===== src/rtl/hz_pkg.sv =====
package hz_pkg;
  // Write-back port selection
  typedef enum logic [1:0] {
    WB_IDLE = 2'd0,
    WB_ALU  = 2'd1,
    WB_MEM  = 2'd2
  } wb_sel_e;
endpackage


===== src/rtl/hz_stall_chain.sv =====
// Backward stall propagation: a stage holds when it is occupied and either
// it is locally blocked or its successor holds.
module hz_stall_chain #(
  parameter int NSTAGE = 4
) (
  input  logic [NSTAGE-1:0] valid_i,
  input  logic [NSTAGE-1:0] busy_i,
  input  logic              hold_op_i,
  input  logic              hold_ex_i,
  output logic [NSTAGE-1:0] stall_o
);
  localparam int OP_IDX = NSTAGE - 2;

  logic carry;

  always_comb begin
    carry   = hold_ex_i;
    stall_o = '0;
    for (int i = NSTAGE - 1; i >= 0; i--) begin
      stall_o[i] = valid_i[i] &
                   (busy_i[i] | carry | ((i == OP_IDX) & hold_op_i));
      carry      = stall_o[i];
    end
  end
endmodule


===== src/rtl/hz_wb_arb.sv =====
// Register-file write port arbitration, memory track first.
module hz_wb_arb
  import hz_pkg::*;
(
  input  logic    alu_req_i,
  input  logic    mem_req_i,
  input  logic    ex_valid_i,
  input  logic    ex_hold_i,
  output wb_sel_e sel_o,
  output logic    alu_lost_o
);
  always_comb begin
    alu_lost_o = alu_req_i & mem_req_i;
    if (mem_req_i) begin
      sel_o = WB_MEM;
    end else if (alu_req_i & ex_valid_i & ~ex_hold_i) begin
      sel_o = WB_ALU;
    end else begin
      sel_o = WB_IDLE;
    end
  end
endmodule


===== src/rtl/hz_stage_reg.sv =====
// Occupancy flag of one pipeline stage.
module hz_stage_reg #(
  parameter bit FLUSHABLE = 1'b1
) (
  input  logic clk,
  input  logic rst_n,
  input  logic fill_i,
  input  logic stall_i,
  input  logic flush_i,
  output logic valid_o
);
  logic valid_q;
  logic valid_d;

  always_comb begin
    if (stall_i) begin
      valid_d = valid_q & ~(FLUSHABLE & flush_i);
    end else begin
      valid_d = fill_i & ~flush_i;
    end
  end

  always_ff @(posedge clk or negedge rst_n) begin
    if (!rst_n) begin
      valid_q <= 1'b0;
    end else begin
      valid_q <= valid_d;
    end
  end

  assign valid_o = valid_q;
endmodule


===== src/rtl/pipe_hazard_ctrl.sv =====
module pipe_hazard_ctrl
  import hz_pkg::*;
#(
  parameter int NSTAGE = 4
) (
  input  logic              clk,
  input  logic              rst_n,
  input  logic              fetch_ok,
  input  logic [NSTAGE-1:0] stage_busy,
  input  logic              branch_pending,
  input  logic              new_pc,
  input  logic              sleep_req,
  input  logic              alu_wb_req,
  input  logic              mem_wb_req,
  output logic [NSTAGE-1:0] stage_valid,
  output logic [NSTAGE-1:0] stage_stall,
  output logic [NSTAGE-1:0] stage_ce,
  output logic              wb_grant_alu,
  output logic              wb_grant_mem
);
  localparam int EX_IDX = NSTAGE - 1;

  wb_sel_e           wb_sel;
  logic              alu_lost;
  logic              ex_hold;
  logic [NSTAGE-1:0] fill;

  hz_wb_arb u_arb (
    .alu_req_i  (alu_wb_req),
    .mem_req_i  (mem_wb_req),
    .ex_valid_i (stage_valid[EX_IDX]),
    .ex_hold_i  (stage_busy[EX_IDX] | sleep_req),
    .sel_o      (wb_sel),
    .alu_lost_o (alu_lost)
  );

  assign ex_hold = sleep_req | alu_lost;

  hz_stall_chain #(.NSTAGE(NSTAGE)) u_chain (
    .valid_i   (stage_valid),
    .busy_i    (stage_busy),
    .hold_op_i (branch_pending),
    .hold_ex_i (ex_hold),
    .stall_o   (stage_stall)
  );

  assign fill[0] = fetch_ok;

  for (genvar i = 0; i < NSTAGE; i++) begin : g_stage
    if (i > 0) begin : g_link
      assign fill[i] = stage_valid[i-1] & ~stage_stall[i-1];
    end
    hz_stage_reg #(.FLUSHABLE(i != EX_IDX)) u_reg (
      .clk     (clk),
      .rst_n   (rst_n),
      .fill_i  (fill[i]),
      .stall_i (stage_stall[i]),
      .flush_i (new_pc),
      .valid_o (stage_valid[i])
    );
  end

  assign stage_ce     = ~stage_stall;
  assign wb_grant_alu = (wb_sel == WB_ALU);
  assign wb_grant_mem = (wb_sel == WB_MEM);
endmodule


===== config.mk =====
export PLATFORM = sky130hd
export DESIGN_NAME = pipe_hazard_ctrl
export DESIGN_NICKNAME = d
export VERILOG_FILES = /design/src/rtl/hz_pkg.sv /design/src/rtl/hz_stall_chain.sv /design/src/rtl/hz_wb_arb.sv /design/src/rtl/hz_stage_reg.sv /design/src/rtl/pipe_hazard_ctrl.sv
export SDC_FILE = /design/constraint.sdc
export NUM_CORES = 1
export LEC_CHECK = 0
export BUFFER_PORTS_ARGS = -buffer_cell sky130_fd_sc_hd__clkbuf_2
export CAP_MARGIN = 30
export CORE_AREA = 2 2 39 41
export CTS_CLUSTER_SIZE = 28
export DETAILED_ROUTE_END_ITERATION = 7
export DIE_AREA = 0 0 41 43
export GPL_ROUTABILITY_DRIVEN = 0
export GPL_TIMING_DRIVEN = 0
export HOLD_SLACK_MARGIN = 0.02
export PLACE_DENSITY_LB_ADDON = 0.12
export SYNTH_ARGS = -nofsm -noshare
export SYNTH_HDL_FRONTEND = slang
export SYNTH_SLANG_ARGS = --single-unit

===== constraint.sdc =====
create_clock -name clk -period 5.4 [get_ports clk]
set_clock_uncertainty 0.2 [all_clocks]
set_input_delay 1.62 -clock clk [delete_from_list [all_inputs] [get_ports clk]]
set_output_delay 1.62 -clock clk [all_outputs]
set_load 0.02 [all_outputs]

## Yosys cells after proc, flatten, opt, wreduce, memory -nomap -nowiden

Cells that the tools add are included.

- Register bits after elaboration: 4
- Output and inout port bits: 14
- Logic and storage cells: 41
- Input port bits: 12

- Equality and inequality tests: 2
- Mux-type cells: 5
- Bitwise operators: 30

Operators with widths:

| operator | number |
|---|---|
| AND 1 bit | 17 |
| OR 1 bit | 7 |
| NOT 1 bit | 5 |
| 2-to-1 mux 1 bit | 4 |
| NOT 4 bit | 1 |
| == test 2 x 1 -> 1 bit, second input constant | 1 |
| == test 2 bit, second input constant | 1 |
| 2-to-1 mux 2 bit | 1 |

## Longest topological paths before layout

- Word-level depth: 15
- Depth in mapped cells: 4
- Mapped depth without buffers: 4

## Modules after synthesis

From an unflattened synthesis, not the netlist that was laid out.

- Cell total of the unflattened synthesis: 38
- Area total of the unflattened synthesis: 311.5 sq um

By module, submodules not included:

| module | instances | cells each | seq. area each (sq um) | area an instance (sq um) |
|---|---|---|---|---|
| hz_stage_reg (g_stage[0].u_reg ...) | 3 | 3 | 25.0 | 38.8 |
| hz_stall_chain | 1 | 11 | 0.0 | 65.1 |
| pipe_hazard_ctrl | 1 | 11 | 0.0 | 58.8 |
| hz_stage_reg (g_stage[3].u_reg) | 1 | 4 | 25.0 | 43.8 |
| hz_wb_arb | 1 | 3 | 0.0 | 27.5 |

## Worst setup path after synthesis

Ideal clock, no wire load.

- Kind: input to output
- Start point: input mem_wb_req
- End point: output stage_ce[2]
- Path buffers: 0
- Stages on the path: 4
- Arrival: 2.719 ns
- Slack: 0.861 ns
- Required time: 3.580 ns
- Cells stage by stage: a211o_1 nand2_1 inv_1 o21ai_0

- Cells in the longest elaborated chain, start to end: 8

Ends and longest elaborated chain:

| element | RTL line | RTL |
|---|---|---|
| from (decl) | pipe_hazard_ctrl.sv:14 | `input logic mem_wb_req,` |
| AND 1 bit | hz_wb_arb.sv:13 | `alu_lost_o = alu_req_i & mem_req_i;` |
| OR 1 bit | pipe_hazard_ctrl.sv:37 | `assign ex_hold = sleep_req \| alu_lost;` |
| OR 1 bit | hz_stall_chain.sv:21 | `(busy_i[i] \| carry \| ((i == OP_IDX) & hold_op_i));` |
| AND 1 bit | hz_stall_chain.sv:20 | `stall_o[i] = valid_i[i] &` |
| via g_stage[3].u_reg.stall_i | hz_stage_reg.sv:8 | `input logic stall_i,` |
| OR 1 bit (2 in a row) | hz_stall_chain.sv:21 |  |
| AND 1 bit | hz_stall_chain.sv:20 |  |
| NOT 4 bit | pipe_hazard_ctrl.sv:63 | `assign stage_ce = ~stage_stall;` |
| to (decl) | pipe_hazard_ctrl.sv:17 | `output logic [NSTAGE-1:0] stage_ce,` |

The timed path passes the listed nets, and every way through them passes these cells.

## Final worst setup path

- Start point: input mem_wb_req
- End point: output stage_stall[0]

- Cells in the longest elaborated chain, start to end: 11

Ends and longest elaborated chain:

| element | RTL line | RTL |
|---|---|---|
| AND 1 bit | hz_wb_arb.sv:13 |  |
| OR 1 bit | pipe_hazard_ctrl.sv:37 |  |
| OR 1 bit | hz_stall_chain.sv:21 |  |
| AND 1 bit | hz_stall_chain.sv:20 |  |
| OR 1 bit (2 in a row) | hz_stall_chain.sv:21 |  |
| AND 1 bit | hz_stall_chain.sv:20 |  |
| OR 1 bit | hz_stall_chain.sv:21 |  |
| AND 1 bit | hz_stall_chain.sv:20 |  |
| OR 1 bit | hz_stall_chain.sv:21 |  |
| AND 1 bit | hz_stall_chain.sv:20 |  |
| to (decl) | pipe_hazard_ctrl.sv:16 | `output logic [NSTAGE-1:0] stage_stall,` |

Every way passes these cells.

==> run metrics <==
die footprint=1760 um^2; Hold Crit Class=reg -> reg; compound-cell area share of the yosys netlist=21.6%; CP Class=in -> out; Worst Path Arrival=2760 ps; chip height=43 um; cts bufs inserted=3; routed len/inst=8.70 um; iteration-0 DRC count of the detailed router=6; post-synthesis sequential area ratio=29.7%; Post-Synth Simple-Gate Area=26.8%; top-count cell post-synth=buf_4; Die X=41 um; count of cell types in the netlist=20; Worst Setup SP=mem_wb_req; Final Slew Violations=0; worst hold start=g_stage[1].u_reg.valid_o$_DFF_PN0_; post-layout minimum cycle time=4580 ps; R2R depth=3; met1 Usage GRT=11.0%; Final setup viols=0; Sink Count=4; Synth Area in Adders=0%; largest family of logic cells by synthesized area=simple AND/OR/NAND/NOR gates; share of layout cells above drive strength 1=53.5%; Rows=14; Cells after Synth=43; Core Box Area=1380 um^2; CTS tree=yes; synthesized netlist net count=55; synth-to-layout area growth=49.8%; Synth top area share=29.7%; PD cells=182 nW/um^2; most crowded layer after global routing=met2; Worst-path clk slew=40 ps; DRC=0; Post-Syn Area per Cell=7.83 um^2; status=completed; Synth Register Bits=4; IO Pins=26; Hold-fix buffers, CTS=0; met3 usage=5.76%; CP required=3580 ps; CP Capture Type=output port; Via density=4.47; Mapped Area=337 um^2; Antenna Cells=0; Worst-Skew Late Latency=230 ps; peak supply drop=0.0955 mV; top post-synthesis cells by count=buf_4, nand2_1, nor2_1; max reg flops=4; number of global-route vias before repair=298; Total GRT Usage=9.47%; Nets=85; Peak Freq=0.218 GHz; post_cts resized=0; WL final=757 um; Finished Core Util=36.4%; port bufs=25; postcts setup bufs=0; Yosys top cell by area=dfrtp_1; maximum level of the CTS H-tree=1; Post-synth EDFFs=0; Post-Synth XOR/XNOR Area=0%; YS warnings=0; ys flop type=dfrtp_1; CTS Buffer Depth=2; antenna violations before repair=0; RSZ-0062 raised after global routing=false; R2R Path Start=g_stage[2].u_reg.valid_o$_DFF_PN0_; synth top area cells=dfrtp_1, buf_4, nand2_1; met2 usage=13.4%; Pre-antenna DRT Iters=3; setup TNS=0 ps; worst hold stages=2; initial core utilization=24.3%; Final Hold Viols=0; placed wire-length estimate=660 um; Worst setup SP type=input pin; Worst Path Max Fanout=4; ys async rst share=100%; Root Buffer=clkbuf_4; GR Overflow Total=0; multiplexer share of the synthesized area=0%; LEAKAGE=0.283 nW; Antenna Nets Post-Route=0; max_slew headroom=79.2%; largest net degree at the start of global routing=8; Final Cycle Share=84.9%; Vias=389; MaxCap Viol Count=0; Worst Max-Slew Pin Slew=309 ps; first-pass GRT wire length=1100 um
## cell usage in the layout (no fill, tap or decap), drive strengths merged
master and instances:
clkbuf 28, buf 8, nand2 6, nor2 5, o21ai 4, dfrtp 4, nand2b 2, a211o 1
or2 1, a21oi 1, nor2b 1, and4 1, o21a 1, nand4 1, o31a 1, o31ai 1
inv 1, nor4 1, a311oi 1, a31oi 1, dlygate4sd3 1
## cell families after synthesis
| kind of cell | after synthesis |
|---|---|
| simple gates | 18 |
| buf+inv | 10 |
| compound gates | 11 |
| flops | 4 |
## report_power, final
part | total [mW] | internal, mW | leakage [nW] | switching (mW)
clock | 0.0356 | 0.0248 | 0.0138 | 0.0108
combinational | 0.0227 | 0.0109 | 0.215 | 0.0118
sequential | 0.0332 | 0.0314 | 0.0543 | 0.00181
total | 0.0915 | 0.0671 | 0.283 | 0.0245
## critical path, cell delays in order
cell      delay [ps]
clkbuf_2          90
a211o_1          330
and4_4           220
o31a_1           230
buf_4            120
clkbuf_2         140
## layout make-up
cell class | count | area (um^2)
inverters | 1 | 3.75
plain buffers | 9 | 70.1
clock buffers | 3 | 22.5
fillers | 162 | 880
flip-flops and latches | 4 | 100
repair buffers | 25 | 125
multi-input cells | 29 | 163
well taps | 16 | 20.0
## routing by layer
layer	routed length (um)	vias up
met5	0	-
met4	0	0
met3	80	0
met2	358	17
met1	318	171
li1	-	201
## per-stage QoR
| stage | instances | instance area (um^2) | setup slack, ps | total power [mW] | hold slack (ps) |
|---|---|---|---|---|---|
| finish | 87 | 504 | 817 | 0.0915 | 384 |
| global route | 87 | 504 | 757 | 0.0998 | 447 |
| CTS | 87 | 504 | 802 | 0.0943 | 394 |
| detailed placement | 84 | 482 | 803 | 0.0567 | 382 |
| global placement | 84 | 482 | 811 | 0.0568 | 399 |
| floorplan | 43 | 337 | 861 | 0.0467 | 326 |
## path summary, 6_finish.rpt
kind / to / slack, ps
max in group asynchronous: g_stage[0].u_reg.valid_o$_DFF_PN0_ / 3880
min: g_stage[2].u_reg.valid_o$_DFF_PN0_ / 380
min reg2reg: g_stage[2].u_reg.valid_o$_DFF_PN0_ / 380
max: stage_stall[0] / 820
min in group asynchronous: g_stage[2].u_reg.valid_o$_DFF_PN0_ / 990
max reg2reg: g_stage[0].u_reg.valid_o$_DFF_PN0_ / 4180
Power figures use the tool's default switching activity.
